## src/rtl/rtc_alarm_pkg.sv

```systemverilog
package rtc_alarm_pkg;
  localparam int unsigned NUM_SRC  = 3;
  localparam int unsigned SRC_ALM  = 0;
  localparam int unsigned SRC_WDOG = 1;
  localparam int unsigned SRC_PF   = 2;

  typedef struct packed {
    logic act_high;
    logic pulse;
  } irq_cfg_t;
endpackage

```

## src/rtl/rtc_alarm_cmp.sv

```systemverilog
module rtc_alarm_cmp #(
  parameter int unsigned NUM_FIELDS = 4,
  parameter int unsigned FIELD_W    = 8
) (
  input  logic                          tick_i,
  input  logic [NUM_FIELDS*FIELD_W-1:0] cur_i,
  input  logic [NUM_FIELDS*FIELD_W-1:0] alm_i,
  input  logic [NUM_FIELDS-1:0]         skip_i,
  output logic                          hit_o
);
  logic [NUM_FIELDS-1:0] fld_ok;

  for (genvar k = 0; k < NUM_FIELDS; k++) begin : g_fld
    assign fld_ok[k] = skip_i[k] |
                       (cur_i[k*FIELD_W +: FIELD_W] == alm_i[k*FIELD_W +: FIELD_W]);
  end

  // a fully skipped alarm never fires
  assign hit_o = tick_i & ~(&skip_i) & (&fld_ok);
endmodule

```

## src/rtl/rtc_flag_bank.sv

```systemverilog
module rtc_flag_bank #(
  parameter int unsigned NUM_SRC = 3
) (
  input  logic               clk_i,
  input  logic               rst_ni,
  input  logic [NUM_SRC-1:0] set_i,
  input  logic               clr_i,
  output logic [NUM_SRC-1:0] flags_o
);
  always_ff @(posedge clk_i or negedge rst_ni) begin
    if (!rst_ni) flags_o <= '0;
    else         flags_o <= (clr_i ? '0 : flags_o) | set_i;
  end

  AST_READ_CLEARS: assert property (@(posedge clk_i) disable iff (!rst_ni)
    (clr_i && set_i == '0) |=> flags_o == '0);

  AST_SET_WINS: assert property (@(posedge clk_i) disable iff (!rst_ni)
    (set_i != '0) |=> ((flags_o & $past(set_i)) == $past(set_i)));
endmodule

```

## src/rtl/rtc_irq_shaper.sv

```systemverilog
module rtc_irq_shaper
  import rtc_alarm_pkg::*;
#(
  parameter int unsigned NUM_SRC   = 3,
  parameter int unsigned PULSE_CYC = 16
) (
  input  logic               clk_i,
  input  logic               rst_ni,
  input  logic               arm_i,
  input  logic [NUM_SRC-1:0] flags_i,
  input  logic [NUM_SRC-1:0] set_i,
  input  logic [NUM_SRC-1:0] en_i,
  input  irq_cfg_t           cfg_i,
  output logic               irq_o
);
  localparam int unsigned CW = $clog2(PULSE_CYC + 1);
  localparam logic [CW-1:0] CNT_LOAD = CW'(PULSE_CYC);

  logic [CW-1:0] cnt_q;
  logic          trig;
  logic          lvl_act;
  logic          active;

  assign trig    = arm_i & |(set_i & en_i);
  assign lvl_act = |(flags_i & en_i);

  always_ff @(posedge clk_i or negedge rst_ni) begin
    if (!rst_ni)            cnt_q <= '0;
    else if (!arm_i)        cnt_q <= '0;
    else if (trig)          cnt_q <= CNT_LOAD;
    else if (cnt_q != '0)   cnt_q <= cnt_q - 1'b1;
  end

  assign active = arm_i & (cfg_i.pulse ? (cnt_q != '0) : lvl_act);
  assign irq_o  = cfg_i.act_high ? active : ~active;

  AST_PULSE_BOUND: assert property (@(posedge clk_i) disable iff (!rst_ni)
    cnt_q <= CNT_LOAD);

  AST_PULSE_START: assert property (@(posedge clk_i) disable iff (!rst_ni)
    (trig && cfg_i.pulse) |=> (!arm_i || !cfg_i.pulse || irq_o == cfg_i.act_high));

  AST_INIT_QUIET: assert property (@(posedge clk_i) disable iff (!rst_ni)
    !arm_i |-> irq_o == !cfg_i.act_high);
endmodule

```

## src/rtl/rtc_alarm_irq.sv

```systemverilog
module rtc_alarm_irq
  import rtc_alarm_pkg::*;
#(
  parameter int unsigned NUM_FIELDS = 4,
  parameter int unsigned FIELD_W    = 8,
  parameter int unsigned PULSE_CYC  = 16
) (
  input  logic                          clk_i,
  input  logic                          rst_ni,
  input  logic                          init_done_i,
  input  logic                          sec_tick_i,
  input  logic [NUM_FIELDS*FIELD_W-1:0] cur_time_i,
  input  logic [NUM_FIELDS*FIELD_W-1:0] alm_val_i,
  input  logic [NUM_FIELDS-1:0]         alm_skip_i,
  input  logic                          wdog_evt_i,
  input  logic                          pfail_evt_i,
  input  logic [NUM_SRC-1:0]            irq_en_i,
  input  logic                          irq_pulse_i,
  input  logic                          irq_act_high_i,
  input  logic                          flag_rd_i,
  output logic [NUM_SRC-1:0]            flags_o,
  output logic                          irq_o
);
  logic               alm_hit;
  logic [NUM_SRC-1:0] set_vec;
  irq_cfg_t           cfg;

  rtc_alarm_cmp #(
    .NUM_FIELDS (NUM_FIELDS),
    .FIELD_W    (FIELD_W)
  ) u_cmp (
    .tick_i (sec_tick_i & init_done_i),
    .cur_i  (cur_time_i),
    .alm_i  (alm_val_i),
    .skip_i (alm_skip_i),
    .hit_o  (alm_hit)
  );

  always_comb begin
    set_vec          = '0;
    set_vec[SRC_ALM]  = alm_hit;
    set_vec[SRC_WDOG] = wdog_evt_i & init_done_i;
    set_vec[SRC_PF]   = pfail_evt_i & init_done_i;
  end

  rtc_flag_bank #(.NUM_SRC(NUM_SRC)) u_flags (
    .clk_i   (clk_i),
    .rst_ni  (rst_ni),
    .set_i   (set_vec),
    .clr_i   (flag_rd_i),
    .flags_o (flags_o)
  );

  assign cfg.act_high = irq_act_high_i;
  assign cfg.pulse    = irq_pulse_i;

  rtc_irq_shaper #(
    .NUM_SRC   (NUM_SRC),
    .PULSE_CYC (PULSE_CYC)
  ) u_shaper (
    .clk_i   (clk_i),
    .rst_ni  (rst_ni),
    .arm_i   (init_done_i),
    .flags_i (flags_o),
    .set_i   (set_vec),
    .en_i    (irq_en_i),
    .cfg_i   (cfg),
    .irq_o   (irq_o)
  );

  AST_ALARM_ON_TICK: assert property (@(posedge clk_i) disable iff (!rst_ni)
    $rose(flags_o[SRC_ALM]) |-> $past(sec_tick_i));

  AST_ALL_SKIPPED: assert property (@(posedge clk_i) disable iff (!rst_ni)
    (&alm_skip_i && !flags_o[SRC_ALM]) |=> !flags_o[SRC_ALM]);

  AST_INIT_NO_SET: assert property (@(posedge clk_i) disable iff (!rst_ni)
    (!init_done_i && flags_o == '0) |=> flags_o == '0);
endmodule

```

## config.mk

```make
export PLATFORM = sky130hd
export DESIGN_NAME = rtc_alarm_irq
export DESIGN_NICKNAME = d
export VERILOG_FILES = /design/src/rtl/rtc_alarm_pkg.sv /design/src/rtl/rtc_alarm_cmp.sv /design/src/rtl/rtc_flag_bank.sv /design/src/rtl/rtc_irq_shaper.sv /design/src/rtl/rtc_alarm_irq.sv
export SDC_FILE = /design/constraint.sdc
export NUM_CORES = 1
export LEC_CHECK = 0
export ABC_AREA = 1
export ABC_CLOCK_PERIOD_IN_PS = 1300
export BUFFER_PORTS_ARGS = -buffer_cell sky130_fd_sc_hd__buf_2
export CORE_ASPECT_RATIO = 1.75
export CORE_MARGIN = 4
export CORE_UTILIZATION = 31
export CTS_CLUSTER_DIAMETER = 100
export DETAILED_ROUTE_END_ITERATION = 8
export GPL_TIMING_DRIVEN = 0
export PLACE_DENSITY = 0.67
export SETUP_SLACK_MARGIN = 0.2
export SYNTH_ARGS = -nofsm -noshare
export SYNTH_HDL_FRONTEND = slang
export SYNTH_SLANG_ARGS = --single-unit
export TNS_END_PERCENT = 20
```

## constraint.sdc

```tcl
create_clock -name clk_i -period 1.3 [get_ports clk_i]
set_input_delay 0.13 -clock clk_i [delete_from_list [all_inputs] [get_ports clk_i]]
set_output_delay 0.13 -clock clk_i [all_outputs]
set_load 0.05 [all_outputs]
```

==> impl_metrics.yaml <==
detailed_routing:
  drc: 0
  viasPerCell: 4.200
  postRouteAntennaNets: 0
  drtIter0Drc: 7
  dr_total_vias: 1239
  wl_microns: 2655
  avgRoutedWirePerCell_microns: 9.000
  dr.pass1.iters: 4
timing:
  finClkSkew_ps: 3.073
  max-slew-margin-rel_pct: 82.65
  fin_ws_ps: -294.7
  fmaxAchievable_mhz: 627.1
  finalHoldViolCount: 0
  min_period_ps: 1595
  finalHoldWorstSlack_ps: 113.8
  setup_viol: 6
  fin_crit_sh_pct: 122.7
  tightest_slew_ps: 262.1
  slew_viol_final: 0
  rsz0062_at_grt: "yes"
place:
  dp.final_hpwl_microns: 2450
  gp_congestion: 0.7621
  io_buffers: 82
clocking:
  cts_root_buf: "clkbuf_8"
  cts_tree: "yes"
  clkLatencyLatePin_ps: 230
  clkTransAtPathRegs_ps: 40
  cts_buffers: 3
  htree_levels: 1
  cts.sinks: 8
  clk_path_buf_depth: 2
global_routing:
  grt.total_usage_pct: 14.14
  grt_pass1_wl_microns: 4719
  grt_pass1_vias: 1283
  antenna_found_initial: 0
  grt_overflow: 0
  grt_max_degree: 10
power_and_ir_drop:
  p_leak_nw: 0.9088
  fin_total_pwr_mw: 1.522
  power.density_nw_per_um2: 958.5
  ir_drop_mv: 0.4938
synthesis:
  postSynthCellCount: 161
  seq_area_frac_synth_pct: 20.10
  synth_cell_type_count: 23
  synth.net_count: 243
  synth-seq-cells: 8
  syn_area_per_cell_sq_um: 6.186
  yosysWarnings: 0
  synth_top_area_share_pct: 20.10
  netlist_top_cells_area: "dfrtp_1 20%, nand2_1 18%, xnor2_1 14%, inv_1 9.8%, xor2_1 8.8%"
  yosys.area.top_type: "dfrtp_1"
  syn_area_sq_um: 996.0
finish:
  area_growth_pct: 59.42
  nFillCells: 329
  drive_gt1_share_pct: 42.86
  utilization_pct: 51.09
  nNetsFinal: 336
  diodes: 0
die:
  pin_count: 84
  coreArea_sq_um: 3108
  dieArea_sq_um: 4219
  core.rowCount: 27
  fp.dieW_microns: 50.85
  start_util_pct: 32.05
  die_y_microns: 82.98
worst_hold_path:
  hp-class: "in2reg"
critical_path:
  critical_path_arrival_ps: 1460
  setup.worst_path.class: "reg2out"
  crit_path_end_kind: "output port"
  cp_max_fo: 2
  crit_path_start_kind: "register"
  cp.required_ps: 1170
flow_run:
  cap_violations: 0
status:
  violations: "setup timing"
  status: "complete, but fails checks"
path summary, 6_finish.rpt:
kind / start / to / slack [ps] / cells past startpoint
setup reg to reg: u_shaper.cnt_q[0] / u_shaper.cnt_q[3] / -40 / 7
min in group asynchronous: rst_ni / u_shaper.cnt_q[4] / 270 / 2
max in group asynchronous: rst_ni / u_flags.flags_o[1] / 840 / 2
hold / removal: flag_rd_i / u_flags.flags_o[0] / 110 / 2
setup / recovery: u_shaper.cnt_q[0] / irq_o / -290 / 6
hold reg to reg: u_flags.flags_o[2] / u_flags.flags_o[2] / 540 / 2
synth_stat cells:
| cell | instances |
|---|---|
| a21oi_1 | 1 |
| a21oi_2 | 2 |
| a221oi_1 | 1 |
| buf_4 | 1 |
| dfrtp_1 | 8 |
| ha_1 | 2 |
| inv_1 | 26 |
| inv_2 | 1 |
| nand2_1 | 48 |
| nand2_2 | 2 |
| nand3_1 | 9 |
| nand3_2 | 2 |
| nand3b_1 | 1 |
| nand4_1 | 2 |
| nor2_1 | 20 |
| nor2_2 | 1 |
| nor3_1 | 1 |
| o21ai_0 | 4 |
| or2_0 | 1 |
| or2_1 | 1 |
| or2_2 | 1 |
| xnor2_1 | 16 |
| xor2_1 | 10 |
where the power goes:
| part | switching (mW) | internal (mW) |
|---|---|---|
| registers | 0.0518 | 0.320 |
| logic | 0.422 | 0.428 |
| clock network | 0.0994 | 0.201 |
area by class of cell:
class,instances,area [sq um],area share (%)
Timing Repair Buffer,88,464.2,29.24
Multi-Input combinational cell,125,716.9,45.15
Clock buffer,3,41.29,2.600
Inverter,27,101.3,6.383
Buffer,1,7.507,0.4728
Sequential cell,8,202.7,12.77
Tap cell,43,53.80,3.389
cells in the final DEF (no fill, tap or decap), drive strengths merged:
cell         synthesis  final
nand3b               1      1
nand3               11     11
nand2               50     50
or2                  3      3
dlygate4sd3          0      1
o21ai                4      4
ha                   2      2
buf                  1     88
nor2                21     21
a221oi               1      1
dfrtp                8      8
xnor2               16     16
nor3                 1      1
inv                 27     27
clkbuf               0      3
nand4                2      2
a21oi                3      3
xor2                10     10
state kept, by name, indices dropped and copies added, names as in the netlist:
register and cells:
u_flags.flags_o 3, u_shaper.cnt_q 5
per-layer routing:
| metal | wire length (microns) | vias up | share of wire, % | GRT usage (%) |
|---|---|---|---|---|
| met4 | 60 | 0 | 2.3 | 6.618 |
| met2 | 1553 | 51 | 58 | 28.57 |
| met5 | 0 | - | 0 | 0 |
| met1 | 809 | 517 | 30 | 12.29 |
| li1 | - | 666 | - | - |
| met3 | 231 | 5 | 8.7 | 2.693 |
logic make-up after synthesis:
family / count (synthesis) / share of synthesized area, %
buffers and inverters: 28 / 10.93
AO/OA/AOI/OAI: 8 / 5.151
AND/OR/NAND/NOR: 89 / 38.44
flip-flops: 8 / 20.10
XOR/XNOR: 26 / 22.86
adder cells (fa/ha/maj): 2 / 2.512
critical path: stages (launching register included):
cell and delay (ps):
dfrtp_1 380, inv_2 80, ha_4 120, nand3b_1 110, o21ai_2 200, xor2_2 160
buf_6 170
through the flow:
stage	TNS, ps	instances	setup WS, ps	area, sq um
6_report	-449.9	295	-294.7	1588
4_1_cts	-582.0	294	-345.1	1568
2_1_floorplan	-319.1	161	-319.1	1012
3_5_place_dp	-604.1	286	-269.7	1476
5_1_grt	-1341	295	-407.7	1588
3_3_place_gp	-511.8	286	-246.8	1476
what timing repair did:
action                                 CTS  global route
setup buffers                            4             1
resized for setup                        4             3
endpoints found under the hold margin    8             0
pin swaps                                2             2
setup endpoints to repair                6             6
hold buffers                             1             0
gates cloned                             0             0
(Power assumes the default switching activity.)
